**config.mk**
```make
export PLATFORM = sky130hd
export DESIGN_NAME = ebc_top
export DESIGN_NICKNAME = d
export VERILOG_FILES = /design/src/rtl/ebc_pkg.sv /design/src/rtl/ebc_addr_mask.sv /design/src/rtl/ebc_win_match.sv /design/src/rtl/ebc_seq.sv /design/src/rtl/ebc_top.sv
export SDC_FILE = /design/constraint.sdc
export NUM_CORES = 1
export LEC_CHECK = 0
export ABC_AREA = 0
export BUFFER_PORTS_ARGS = -buffer_cell sky130_fd_sc_hd__buf_4
export CORE_AREA = 2 2 163 165
export DETAILED_ROUTE_END_ITERATION = 12
export DIE_AREA = 0 0 165 167
export SETUP_SLACK_MARGIN = 0.5
export SLEW_MARGIN = 10
export SYNTH_ARGS = -nofsm -noshare
export SYNTH_HDL_FRONTEND = slang
export SYNTH_SLANG_ARGS = --single-unit
```
**constraint.sdc**
```tcl
create_clock -name clk_i -period 2.7 [get_ports clk_i]
set_input_delay 0.81 -clock clk_i [delete_from_list [all_inputs] [get_ports clk_i]]
set_output_delay 0.81 -clock clk_i [all_outputs]
set_load 0.005 [all_outputs]
```
**src/rtl/ebc_pkg.sv**
```systemverilog
package ebc_pkg;
  localparam int WS_W = 4;

  typedef struct packed {
    logic            mux;
    logic            bus16;
    logic [WS_W-1:0] ws;
    logic            ale_ext;
    logic            rw_dly;
    logic            rdy_en;
  } win_cfg_t;

  localparam int CFG_W = $bits(win_cfg_t);

  typedef enum logic [2:0] {S_IDLE, S_ADDR, S_DLY, S_STRB, S_HOLD} bus_st_e;
endpackage

```
**src/rtl/ebc_addr_mask.sv**
```systemverilog
module ebc_addr_mask #(
  parameter int AW = 23,
  parameter int LW = 16
) (
  input  logic [1:0]    sel_i,
  input  logic [AW-1:0] addr_i,
  output logic [AW-1:0] addr_o,
  output logic          upper_oe_o
);
  int unsigned nbits;
  logic [AW-1:0] mask;

  always_comb begin
    case (sel_i)
      2'd0:    nbits = LW;
      2'd1:    nbits = LW + 2;
      2'd2:    nbits = LW + 4;
      default: nbits = AW;
    endcase
    for (int i = 0; i < AW; i++) mask[i] = (i < nbits);
  end

  assign addr_o     = addr_i & mask;
  assign upper_oe_o = (sel_i != 2'd0);
endmodule

```
**src/rtl/ebc_win_match.sv**
```systemverilog
module ebc_win_match
  import ebc_pkg::*;
#(
  parameter int NWIN = 5,
  parameter int AW   = 23
) (
  input  logic [AW-1:0]         addr_i,
  input  logic [NWIN-1:0]       win_en_i,
  input  logic [NWIN*AW-1:0]    win_base_i,
  input  logic [NWIN*AW-1:0]    win_mask_i,
  input  logic [NWIN*CFG_W-1:0] win_cfg_i,
  input  logic [CFG_W-1:0]      dflt_cfg_i,
  output win_cfg_t              cfg_o
);
  logic [NWIN-1:0] hit;

  for (genvar g = 0; g < NWIN; g++) begin : g_win
    logic [AW-1:0] base, mask;
    assign base   = win_base_i[g*AW +: AW];
    assign mask   = win_mask_i[g*AW +: AW];
    assign hit[g] = win_en_i[g] && ((addr_i & mask) == (base & mask));
  end

  // walk downward so the lowest index has the last word
  always_comb begin
    cfg_o = win_cfg_t'(dflt_cfg_i);
    for (int i = NWIN - 1; i >= 0; i--)
      if (hit[i]) cfg_o = win_cfg_t'(win_cfg_i[i*CFG_W +: CFG_W]);
  end
endmodule

```
**src/rtl/ebc_seq.sv**
```systemverilog
module ebc_seq
  import ebc_pkg::*;
#(
  parameter int AW = 23,
  parameter int DW = 16,
  parameter int LW = 16
) (
  input  logic          clk_i,
  input  logic          rst_ni,
  input  logic          req_valid_i,
  input  logic [AW-1:0] req_addr_i,
  input  logic          req_we_i,
  input  logic [1:0]    req_be_i,
  input  logic [DW-1:0] req_wdata_i,
  input  win_cfg_t      cfg_i,
  input  logic          ready_i,
  input  logic [DW-1:0] ad_i,
  output logic          req_ready_o,
  output logic [DW-1:0] rsp_rdata_o,
  output logic [AW-1:0] bus_addr_o,
  output logic [LW-1:0] addr_o,
  output logic [DW-1:0] ad_o,
  output logic          ad_oe_o,
  output logic          ale_o,
  output logic          rd_n_o,
  output logic          wr_n_o,
  output logic          bhe_n_o
);
  localparam int BW = DW / 2;

  bus_st_e         st;
  logic [WS_W-1:0] cnt;
  win_cfg_t        cfg_q;
  logic [AW-1:0]   addr_q;
  logic            we_q, hi_q, split_q;
  logic [1:0]      be_q;
  logic [DW-1:0]   wdata_q, rdata_q;

  always_ff @(posedge clk_i or negedge rst_ni) begin
    if (!rst_ni) begin
      st <= S_IDLE;  cnt <= '0;  cfg_q <= '0;  addr_q <= '0;
      we_q <= 1'b0;  hi_q <= 1'b0;  split_q <= 1'b0;
      be_q <= '0;  wdata_q <= '0;  rdata_q <= '0;
    end else begin
      case (st)
        S_IDLE: if (req_valid_i) begin
          st      <= S_ADDR;
          cfg_q   <= cfg_i;
          addr_q  <= req_addr_i;
          we_q    <= req_we_i;
          be_q    <= req_be_i;
          wdata_q <= req_wdata_i;
          hi_q    <= !cfg_i.bus16 && (req_be_i == 2'b10);
          split_q <= !cfg_i.bus16 && (req_be_i == 2'b11);
          cnt     <= WS_W'(cfg_i.ale_ext);
        end
        S_ADDR: begin
          if (cnt != '0) cnt <= cnt - 1'b1;
          else if (cfg_q.rw_dly) st <= S_DLY;
          else begin st <= S_STRB; cnt <= cfg_q.ws; end
        end
        S_DLY: begin st <= S_STRB; cnt <= cfg_q.ws; end
        S_STRB: begin
          if (cnt != '0) cnt <= cnt - 1'b1;
          else if (!cfg_q.rdy_en || ready_i) begin
            st <= S_HOLD;
            if (cfg_q.bus16)  rdata_q <= ad_i;
            else if (hi_q)    rdata_q[DW-1:BW] <= ad_i[BW-1:0];
            else              rdata_q[BW-1:0]  <= ad_i[BW-1:0];
          end
        end
        S_HOLD: begin
          if (split_q && !hi_q) begin
            hi_q <= 1'b1;
            st   <= S_ADDR;
            cnt  <= WS_W'(cfg_q.ale_ext);
          end else st <= S_IDLE;
        end
        default: st <= S_IDLE;
      endcase
    end
  end

  logic [BW-1:0] wbyte;
  logic          busy;

  always_comb begin
    bus_addr_o    = addr_q;
    bus_addr_o[0] = cfg_q.bus16 ? ~be_q[0] : hi_q;
  end

  assign wbyte       = hi_q ? wdata_q[DW-1:BW] : wdata_q[BW-1:0];
  assign busy        = (st != S_IDLE);
  assign ale_o       = (st == S_ADDR);
  assign rd_n_o      = !((st == S_STRB) && !we_q);
  assign wr_n_o      = !((st == S_STRB) && we_q);
  assign bhe_n_o     = !(cfg_q.bus16 && be_q[1]);
  assign req_ready_o = (st == S_HOLD) && !(split_q && !hi_q);
  assign rsp_rdata_o = rdata_q;
  assign addr_o      = cfg_q.mux ? '0 : bus_addr_o[LW-1:0];

  always_comb begin
    if (cfg_q.mux && ale_o) begin
      ad_o    = DW'(bus_addr_o[LW-1:0]);
      ad_oe_o = 1'b1;
    end else begin
      ad_o    = cfg_q.bus16 ? wdata_q : {{BW{1'b0}}, wbyte};
      ad_oe_o = busy && we_q;
    end
  end
endmodule

```
**src/rtl/ebc_top.sv**
```systemverilog
module ebc_top
  import ebc_pkg::*;
#(
  parameter int NWIN = 5,
  parameter int AW   = 23,
  parameter int DW   = 16,
  parameter int LW   = 16,
  localparam int UW  = AW - LW
) (
  input  logic                  clk_i,
  input  logic                  rst_ni,
  input  logic                  req_valid_i,
  output logic                  req_ready_o,
  input  logic [AW-1:0]         req_addr_i,
  input  logic                  req_we_i,
  input  logic [1:0]            req_be_i,
  input  logic [DW-1:0]         req_wdata_i,
  output logic [DW-1:0]         rsp_rdata_o,
  input  logic [1:0]            aw_sel_i,
  input  logic [NWIN-1:0]       win_en_i,
  input  logic [NWIN*AW-1:0]    win_base_i,
  input  logic [NWIN*AW-1:0]    win_mask_i,
  input  logic [NWIN*CFG_W-1:0] win_cfg_i,
  input  logic [CFG_W-1:0]      dflt_cfg_i,
  output logic [LW-1:0]         addr_o,
  output logic [DW-1:0]         ad_o,
  input  logic [DW-1:0]         ad_i,
  output logic                  ad_oe_o,
  output logic [UW-1:0]         upper_addr_o,
  output logic                  upper_oe_o,
  output logic                  ale_o,
  output logic                  rd_n_o,
  output logic                  wr_n_o,
  output logic                  bhe_n_o,
  input  logic                  ready_i
);
  logic [AW-1:0] req_addr_m, bus_addr;
  win_cfg_t      sel_cfg;

  ebc_addr_mask #(.AW(AW), .LW(LW)) u_mask (
    .sel_i(aw_sel_i), .addr_i(req_addr_i),
    .addr_o(req_addr_m), .upper_oe_o(upper_oe_o)
  );

  ebc_win_match #(.NWIN(NWIN), .AW(AW)) u_match (
    .addr_i(req_addr_m), .win_en_i(win_en_i), .win_base_i(win_base_i),
    .win_mask_i(win_mask_i), .win_cfg_i(win_cfg_i),
    .dflt_cfg_i(dflt_cfg_i), .cfg_o(sel_cfg)
  );

  ebc_seq #(.AW(AW), .DW(DW), .LW(LW)) u_seq (
    .clk_i(clk_i), .rst_ni(rst_ni), .req_valid_i(req_valid_i),
    .req_addr_i(req_addr_m), .req_we_i(req_we_i), .req_be_i(req_be_i),
    .req_wdata_i(req_wdata_i), .cfg_i(sel_cfg), .ready_i(ready_i),
    .ad_i(ad_i), .req_ready_o(req_ready_o), .rsp_rdata_o(rsp_rdata_o),
    .bus_addr_o(bus_addr), .addr_o(addr_o), .ad_o(ad_o),
    .ad_oe_o(ad_oe_o), .ale_o(ale_o), .rd_n_o(rd_n_o),
    .wr_n_o(wr_n_o), .bhe_n_o(bhe_n_o)
  );

  assign upper_addr_o = bus_addr[AW-1:LW];
endmodule

```
==> metrics.md, run 1 <==
| Metric | Value |
|---|---|
| Max-cap violations | 0 |
| Pwr Density | 723 nW/um2 |
| Internal Power | 4.89 mW |
| Post-Synth Simple-Gate Area | 21.9% |
| Max FO, Critical Path | 3 |
| DR vias | 7410 |
| Layout cells sized above 1 | 50.8% |
| Dpl ws | -0.386 ns |
| Post-synthesis register bit count | 75 |
| Clk sinks | 75 |
| Fin area | 10900 um2 |
| FFs w/ async S/R, synth | 100% |
| First-pass GRT wire length | 46.4 mm |
| # setup viols final | 0 |
| Avg WL per Cell | 21.0 um |
| Area grow syn2layout | 79.6% |
| Detail Placement HPWL | 27.5 mm |
| Die area | 27600 um2 |
| Slew HR | 65.8% |
| EDFF count, synth | 0 |
| Sequential share of power | 27.5% |
| Post-synthesis cell type count | 51 |
| Initial DRC count | 398 |
| Routability congestion estimate | 0.952 |
| TritonCTS clock tree | done |
| Avg Inst Size Synth | 8.10 um2 |
| Mapped Nets | 1107 |
| Synth Area in XOR/XNOR | 16.2% |
| Largest area contributor in the netlist | dfrtp_1 |
| Number of buffers created by CTS | 9 |
| Cells after DPL | 1518 |
| Post-route ant nets | 0 |
| Vias per cell | 4.75 |
| Comb power frac | 57.2% |
| Util after Layout | 42.5% |
| Die width | 165 um |
| Boundary pin count | 415 |
| Max incr delay on CP | 0.34 ns |
| Final Hold Viols | 0 |
| Final slew viol count | 0 |
| Cells after Synth | 752 |
| Post-route clock skew | 0.00819 ns |
| Tmin final | 2.64 ns |
| Adder-Cell Fraction of Synth Area | 0.411% |
| # DRC | 0 |
| Routed WL | 32.7 mm |
| Sequential-to-total area share from yosys stat | 30.8% |
| Unrepaired setup endpoints after global routing | yes |
| Top cells by count, synth | 169 x nand2_1, 81 x xor2_1, 75 x dfrtp_1, 46 x a22oi_1, 41 x o21ai_0 |
| # port buffers | 414 |
| CORE AREA | 25800 um2 |
| Largest family of logic cells by synthesized area | simple AND/OR/NAND/NOR gates |
| Post-synth top area share | 30.8% |
| Worst slew pin tran | 0.512 ns |
| Initial core utilization | 23.6% |
| Worst setup SP type | input port |
| Worst-path clk slew | 0.06 ns |
| Worst-Skew Late Latency | 0.34 ns |
| Pin count of the biggest net entering global routing | 45 |
| Final cell count without fillers | 1560 |
| Nets | 1568 |
| Mapped cell area | 6090 um2 |
| First-pass DRT Iterations | 5 |
| Hold Path Class | input port to asynchronous set/reset pin |
| Switch share | 38.2% |
| Worst r2r src | u_seq.cnt[0]$_DFFE_PN0P_ |
| Post-synth top flop | dfrtp_1 |
| CP max-delay cell | a222oi_1 |
| Clock power share | 15.3% |
| Ys Warns | 0 |
| Leakage | 5.48 nW |
| CTS H-tree depth | 3 |
| Die height | 167 um |
| CP arrival | 2.86 ns |
| Total congestion overflow | 0 |
| CP endpoint kind | register |
| CTS max path bufs | 2 |
| Most numerous cell in the Yosys netlist | nand2_1 |
| Ranking of synthesized cells by area | dfrtp_1 31%, xor2_1 12%, nand2_1 10% |
| Status | completed |
| Total power | 7.91 mW |
| Net Switching | 3.02 mW |
| Initial antenna violation count | 8 |
| Mux contribution to synthesized area | 6.80% |
| Fmax achieved | 378 MHz |
| Dpl cell area | 9980 um2 |
| CTS Root Buffer Type | clkbuf_16 |
| Final WS setup | 0.0578 ns |
| Crit path cell chain | buf_8 > xor2_1 > a222oi_1 > nand3_1 > a221oi_2 > nand4_1 > buf_4 > and3_4 > a211oi_2 > buf_4 > o21ai_1 |
| Kind of critical path | input port to register |
| Fin crit share | 97.9% |
| GRT Resource Usage Total | 22.9% |
| CP required | 2.92 ns |
| Row count | 59 |
| Origin of the worst setup path | req_addr_i[1] |
| Vias in the first global route | 7694 |
| Max rail drop VDD | 0.485 mV |
| Compound-Gate Fraction of Synth Area | 18.8% |
| Crit-path most repeated cell | buf_4 |
[power by group through the flow]
| stage | combinational [mW] | sequential, mW | clock, mW |
|---|---|---|---|
| global route | 4.94 | 2.24 | 1.29 |
| CTS | 4.02 | 2.10 | 1.25 |
| floorplan | 1.93 | 1.97 | 0 |
| finish | 4.53 | 2.17 | 1.21 |
| detailed placement | 3.76 | 2.10 | 0 |
| global placement | 3.70 | 2.08 | 0 |
[through the flow]
step	TNS (ns)	hold slack (ns)
2_1_floorplan	0	0.445
3_5_place_dp	-4.12	0.467
6_report	0	0.423
5_1_grt	-0.797	0.435
3_3_place_gp	-3.99	0.462
4_1_cts	0	0.416
[per-layer routing]
metal  vias to the layer above  wire, um  track usage (%)
met1                      3526     12500             26.6
met4                         0       977             8.43
met3                        51      1780             4.23
met2                       300     17500             41.3
met5                         -         0                0
li1                       3533         -                -
[layout make-up]
cell class	count	area, um2
diodes	8	20.0
clock buffers	9	225
clock inverters	6	66.3
fillers	2595	14800
inverters	12	45.0
multi-input cells	610	4250
flip-flops and latches	75	1880
well taps	335	419
repair buffers	505	4040
[cells by family after synthesis]
group,Yosys count
buffers and inverters,67
XOR/XNOR,113
AO/OA/AOI/OAI,162
multiplexers,39
flip-flops,75
adder cells (fa/ha/maj),2
AND/OR/NAND/NOR,294
[flip-flops by register name, indices dropped and copies added, names as in the netlist]
register and cells:
u_seq.addr_q 22, u_seq.cnt 4, u_seq.split_q 1, u_seq.hi_q 1
u_seq.we_q 1, u_seq.be_q 2, u_seq.rsp_rdata_o 16, u_seq.wdata_q 16
u_seq.cfg_q 9, u_seq.st 3
[path summary, 6_finish.rpt]
check	slack, ns	endpoint	depth (start not counted)
max in group asynchronous	1.65	u_seq.cfg_q[8]$_DFFE_PN0P_	2
hold reg to reg	0.49	u_seq.wdata_q[1]$_DFFE_PN0P_	2
hold / removal	0.42	u_seq.rsp_rdata_o[6]$_DFFE_PN0P_	1
setup reg to reg	0.66	u_seq.rsp_rdata_o[3]$_DFFE_PN0P_	8
setup / recovery	0.06	u_seq.split_q$_DFFE_PN0P_	11
min in group clk_i	0.49	u_seq.wdata_q[1]$_DFFE_PN0P_	2
[cells in the final DEF (no fill, tap or decap), drive strengths merged, types with 12 or more instances in the layout]
| master | n |
|---|---|
| mux2i | 20 |
| nand2 | 169 |
| a21oi | 20 |
| buf | 504 |
| nand4 | 12 |
| mux2 | 19 |
| inv | 13 |
| xnor2 | 32 |
| o21ai | 46 |
| a22oi | 46 |
| nor2 | 36 |
| nor2b | 20 |
| xor2 | 81 |
| nand3 | 24 |
| dfrtp | 75 |
[critical path, delay by kind of cell]
kind,cells,cell delay (ns)
xor+xnor,1,0.15
compound gates,4,0.88
buf+inv,3,0.45
simple gates,3,0.56
[repair_timing]
item,in CTS,in global routing
endpoints found under the setup margin,50,53
gates cloned,2,2
setup buffers,4,11
gates resized for setup,45,86
pin swaps,14,24
hold buffers,0,0
Power figures use the tool's default switching activity.
==> run 2, diff against run 1 <==
==> constraint.sdc (replaced) <==
create_clock -name clk_i -period 2.55 [get_ports clk_i]
set_input_delay 0.765 -clock clk_i [delete_from_list [all_inputs] [get_ports clk_i]]
set_output_delay 0.765 -clock clk_i [all_outputs]
set_load 0.02 [all_outputs]
==> run 2 against run 1 <==
Effect of this change:
- the run now ends with negative setup slack left
- global-route usage up 0.38 points
- critical path depth stayed put
- utilization is 3.0 points higher
- die area unchanged
- setup slack got worse by 0.094 ns
- clock-buffer cell count increased by 3
- sequential power is 12% higher
- power up 31%
- clock power up 17%
- final cell count up 1.5%
- non-clock buffer count grew 25
- critical endpoint is now u_seq.cfg_q[7]$_DFFE_PN0P_
==> metrics.md, run 2 (synthesized netlist as in run 1, its figures left out) <==
| Metric | Value |
|---|---|
| Status | finished, violations left |
| Failing checks | negative setup slack |
| Final WS setup | -0.0361 ns |
| Kind of critical path | input port to register |
| CORE AREA | 25800 um2 |
| Area of the multi-input gates | 4640 um2 |
| Worst-path clk slew | 0.06 ns |
| Fin crit share | 101% |
| Worst R2R Setup Slack | 0.41 ns |
| Initial core utilization | 23.6% |
| Crit path max-delay family | compound AO/OA/AOI/OAI gates |
| Buf+Inv Stages, Crit Path | 3 |
| Pin count of the biggest net entering global routing | 43 |
| Commonest cells after routing, fill and taps aside | 462 x buf_4, 142 x nand2_1, 81 x xor2_1 |
| Row count | 59 |
| R2R cell count | 10 |
| Final slew viol count | 0 |
| Worst slew pin tran | 0.518 ns |
| Final Hold Viols | 0 |
| Hold Path Class | input port to asynchronous set/reset pin |
| Tmin final | 2.59 ns |
| CTS Root Buffer Type | clkbuf_16 |
| Total congestion overflow | 0 |
| Unrepaired setup endpoints after global routing | yes |
| Vias in the first global route | 7643 |
| Fmax achieved | 387 MHz |
| CP max-delay cell | nor4bb_2 |
| Pwr Density | 883 nW/um2 |
| Max incr delay on CP | 0.34 ns |
| Nets | 1593 |
| Max FO, Critical Path | 4 |
| Dpl cell area | 10100 um2 |
| Crit-path most repeated cell | buf_4 |
| Routability congestion estimate | 0.971 |
| Slew HR | 65.4% |
| TritonCTS clock tree | done |
| First-pass DRT Iterations | 5 |
| Routed WL | 33.5 mm |
| Max rail drop VDD | 0.698 mV |
| Reg-to-Reg End | u_seq.addr_q[10]$_DFFE_PN0P_ |
| Initial antenna violation count | 6 |
| Detail Placement HPWL | 27.4 mm |
| Die height | 167 um |
| CP arrival | 2.80 ns |
| CP required | 2.77 ns |
| GRT Resource Usage Total | 23.3% |
| CTS max path bufs | 2 |
| Avg WL per Cell | 21.1 um |
| Dpl ws | -0.514 ns |
| Cells after DPL | 1518 |
| CTS H-tree depth | 3 |
| Register area | 1880 um2 |
| # DRC | 0 |
| # setup viols final | 1 |
| DR vias | 7542 |
| CP endpoint kind | register |
| Crit path cell chain | buf_6 > xor2_1 > a222oi_1 > buf_4 > nand3_4 > a221oi_4 > nand4_1 > nor4bb_2 > a211oi_2 > buf_4 > o22a_1 |
| Layout cells sized above 1 | 55.8% |
| Most flops, register | u_seq.addr_q |
| Boundary pin count | 415 |
| Max reg flops | 22 |
| # port buffers | 414 |
| Post-route ant nets | 0 |
| Initial DRC count | 395 |
| Clk sinks | 75 |
| Origin of the worst setup path | win_base_i[70] |
| Worst r2r src | u_seq.st[1]$_DFFE_PN0P_ |
| Post-route clock skew | 0.00906 ns |
| Worst setup SP type | input port |
| Final cell count without fillers | 1584 |
| Fin area | 11700 um2 |
| Max-cap violations | 0 |
| Number of buffers created by CTS | 9 |
| Leakage | 5.78 nW |
| Vias per cell | 4.76 |
| Worst-Skew Late Latency | 0.33 ns |
| Hold Worst Slack | 0.384 ns |
| Die width | 165 um |
| Layout fillers | 2554 |
| Die area | 27600 um2 |
| Most common cell after layout, fill and taps aside | buf_4 |
| First-pass GRT wire length | 47.5 mm |
| Fin Setup TNS | -0.0361 ns |
| Area grow syn2layout | 92.4% |
-- run 2: cell types whose count changed in the layout (fill, tap and decap cells not counted), sizes merged --
cell      before  now
bufinv         1    2
diode          8    6
buf          504  530
clkinvlp       3    1
inv           13   12
clkbuf        10   12
-- run 2: report_power, final --
part           switching, mW  leakage [nW]  internal, mW
Combinational           3.12          4.68          3.39
Sequential             0.640         0.938          1.78
Clock                  0.515         0.159         0.910
-- run 2: worst max path at each step --
stage,end,slack (ns),cells past startpoint
detailed placement,u_seq.cfg_q[5]$_DFFE_PN0P_,-0.51,10
global placement,u_seq.cfg_q[2]$_DFFE_PN0P_,-0.51,10
finish,u_seq.cfg_q[7]$_DFFE_PN0P_,-0.04,11
floorplan,u_seq.hi_q$_DFFE_PN0P_,0.02,9
CTS,u_seq.cfg_q[7]$_DFFE_PN0P_,-0.04,11
global route,u_seq.cfg_q[7]$_DFFE_PN0P_,-0.18,11
-- run 2: metal layers --
metal	track usage, %	up-vias	share of wire (%)
met3	3.84	30	5.2
li1	-	3588	-
met2	43.0	280	54
met1	27.7	3644	39
met4	5.41	0	1.7
met5	0	-	0
-- run 2: repair_timing --
action                                  4_1_cts  5_1_grt
hold endpoints to repair                      0        0
pin swaps                                    35       20
gates cloned                                  5        0
buffers inserted                             22       17
gates resized for setup                     166       70
hold buffers                                  0        0
endpoints found under the setup margin       66       68
-- run 2: layout make-up --
| class | instances | share of cell area [%] |
|---|---|---|
| Tap cell | 335 | 3.58 |
| Inverter | 12 | 0.384 |
| Timing Repair Buffer | 530 | 37.4 |
| Multi-Input combinational cell | 610 | 39.6 |
| Clock buffer | 12 | 2.19 |
| Antenna cell | 6 | 0.128 |
| Sequential cell | 75 | 16.0 |
| Clock inverter | 4 | 0.619 |
-- run 2: through the flow --
stage / utilization (%) / power (mW)
detailed placement: 39.0 / 7.03
global route: 45.5 / 11.0
floorplan: - / 4.94
CTS: 43.8 / 9.74
global placement: 39.0 / 6.96
finish: 45.5 / 10.4
==> run 3, diff against run 2 <==
SETUP_SLACK_MARGIN = 0.3   (was 0.5)
==> run 3 against run 2 <==
Effect of this change:
- critical path type unchanged
- die area is the same
- setup slack lost 0.0020 ns
- final area shrank 3.4%
- critical endpoint unchanged
- clock power is essentially flat
- power shrank 8.2%
- via count shrank 1.9%
- the run still ends with negative setup slack left
- clock skew grew 0.0033 ns
- final cell count shrank 0.63%
==> metrics.md, run 3 (synthesized netlist as in run 1, its figures left out) <==
| Metric | Value |
|---|---|
| Max reg flops | 22 |
| Unrepaired setup endpoints after global routing | yes |
| CP arrival | 2.81 ns |
| Detail Placement HPWL | 27.6 mm |
| CORE AREA | 25800 um2 |
| Most flops, register | u_seq.addr_q |
| First-pass DRT Iterations | 5 |
| Commonest cells after routing, fill and taps aside | 459 x buf_4, 143 x nand2_1, 79 x xor2_1 |
| Switch share | 42.0% |
| GRT Resource Usage Total | 23.3% |
| Number of buffers created by CTS | 9 |
| Total congestion overflow | 0 |
| # port buffers | 414 |
| Final WS setup | -0.0381 ns |
| Row count | 59 |
| Kind of critical path | input port to register |
| Worst setup SP type | input port |
| CP required | 2.78 ns |
| Final Hold Viols | 0 |
| Origin of the worst setup path | req_addr_i[1] |
| # DRC | 0 |
| CP max-delay cell | a221oi_2 |
| Comb power frac | 60.5% |
| Avg WL per Cell | 20.9 um |
| Boundary pin count | 415 |
| Net Switching | 3.99 mW |
| Buf+Inv Stages, Crit Path | 2 |
| Worst slew pin tran | 0.598 ns |
| Initial DRC count | 399 |
| Status | finished, violations left |
| Vias in the first global route | 7759 |
| Most common cell after layout, fill and taps aside | buf_4 |
| Initial core utilization | 23.6% |
| Clock power share | 14.8% |
| Util after Layout | 43.9% |
| R2R cell count | 8 |
| CTS max path bufs | 2 |
| Leakage | 5.65 nW |
| Post-route clock skew | 0.0124 ns |
| Area grow syn2layout | 85.8% |
| Die area | 27600 um2 |
| Max-cap violations | 0 |
| Dpl ws | -0.498 ns |
| Fin crit share | 101% |
| Max rail drop VDD | 0.571 mV |
| Max FO, Critical Path | 3 |
| Worst-path clk slew | 0.06 ns |
| Routed WL | 32.9 mm |
| TritonCTS clock tree | done |
| Worst-Skew Late Latency | 0.35 ns |
| Worst R2R Setup Slack | 0.47 ns |
| Crit path cell chain | buf_6 > xor2_1 > a222oi_1 > nand3_1 > a221oi_2 > nand4_1 > buf_4 > nor4bb_4 > a211oi_4 > o22a_1 |
| Slew HR | 60.1% |
| CP endpoint kind | register |
| Post-route ant nets | 0 |
| Fmax achieved | 386 MHz |
| Internal Power | 5.51 mW |
| Vias per cell | 4.70 |
| Die height | 167 um |
| Nets | 1575 |
| First-pass GRT wire length | 47.4 mm |
| Worst r2r src | u_seq.cnt[1]$_DFFE_PN0P_ |
| Max incr delay on CP | 0.33 ns |
| Total power | 9.50 mW |
| Reg-to-Reg End | u_seq.rsp_rdata_o[4]$_DFFE_PN0P_ |
| Pin count of the biggest net entering global routing | 43 |
| CTS Root Buffer Type | clkbuf_16 |
| Initial antenna violation count | 14 |
| Hold Path Class | input port to asynchronous set/reset pin |
| Fin Setup TNS | -0.0381 ns |
| Pwr Density | 839 nW/um2 |
| Final slew viol count | 0 |
| DR vias | 7400 |
| Clk sinks | 75 |
| Failing checks | negative setup slack |
| Tmin final | 2.59 ns |
| Layout cells sized above 1 | 52.2% |
| Die width | 165 um |
| Crit path max-delay family | compound AO/OA/AOI/OAI gates |
| # setup viols final | 1 |
| Layout fillers | 2616 |
| Sequential share of power | 24.7% |
| CTS H-tree depth | 3 |
| Routability congestion estimate | 0.964 |
[run 3: routing by layer]
layer	share of wire, %	GRT usage [%]
met1	38	27.1
met2	51	40.7
met3	6.7	4.96
met4	3.9	10.4
met5	0	0
[run 3: layout make-up]
class	count	area [um2]	share of cell area, %
clock buffer	9	225	1.99
antenna	14	35.0	0.309
sequential	75	1880	16.6
multi-input combinational	610	4420	39.0
timing repair buffer	512	4200	37.1
inverter	12	45.0	0.398
clock inverter	7	98.8	0.873
tap	335	419	3.70
[run 3: repair_timing]
action	4_1_cts	5_1_grt
buffers inserted	9	9
endpoints found under the setup margin	47	49
resized for setup	133	40
hold buffers	0	0
gates cloned	3	1
pin swaps	40	24
[run 3: power groups by stage]
stage | logic [mW] | registers (mW) | clock network [mW]
3_3_place_gp | 4.64 | 2.19 | 0
4_1_cts | 5.53 | 2.31 | 1.44
3_5_place_dp | 4.69 | 2.21 | 0
6_report | 5.75 | 2.34 | 1.41
5_1_grt | 6.18 | 2.43 | 1.50
2_1_floorplan | 2.53 | 2.23 | 0
[run 3: worst reg2reg max path: cells and delay by family, from the launching register on]
family / cells / cell delay (ns)
and+or+nand+nor: 4 / 0.90
buffers and inverters: 1 / 0.10
DFF: 1 / 0.39
AOI/OAI and AO/OA: 1 / 0.11
adders and majority gates: 1 / 0.16
muxes: 1 / 0.32
[run 3: worst max path at each step]
stage	endpoint	slack [ns]	depth (start not counted)
6_report	u_seq.cfg_q[7]$_DFFE_PN0P_	-0.04	10
3_3_place_gp	u_seq.cfg_q[2]$_DFFE_PN0P_	-0.42	9
5_1_grt	u_seq.cfg_q[7]$_DFFE_PN0P_	-0.1	11
2_1_floorplan	u_seq.hi_q$_DFFE_PN0P_	0.02	9
4_1_cts	u_seq.cfg_q[7]$_DFFE_PN0P_	-0.02	10
3_5_place_dp	u_seq.split_q$_DFFE_PN0P_	-0.50	11
[run 3: per-stage QoR]
step | instances | hold WS (ns) | instance area (um2)
2_1_floorplan | 752 | 0.445 | 6160
3_3_place_gp | 1522 | 0.460 | 10000
3_5_place_dp | 1522 | 0.464 | 10000
4_1_cts | 1550 | 0.443 | 11000
5_1_grt | 1574 | 0.465 | 11300
6_report | 1574 | 0.439 | 11300
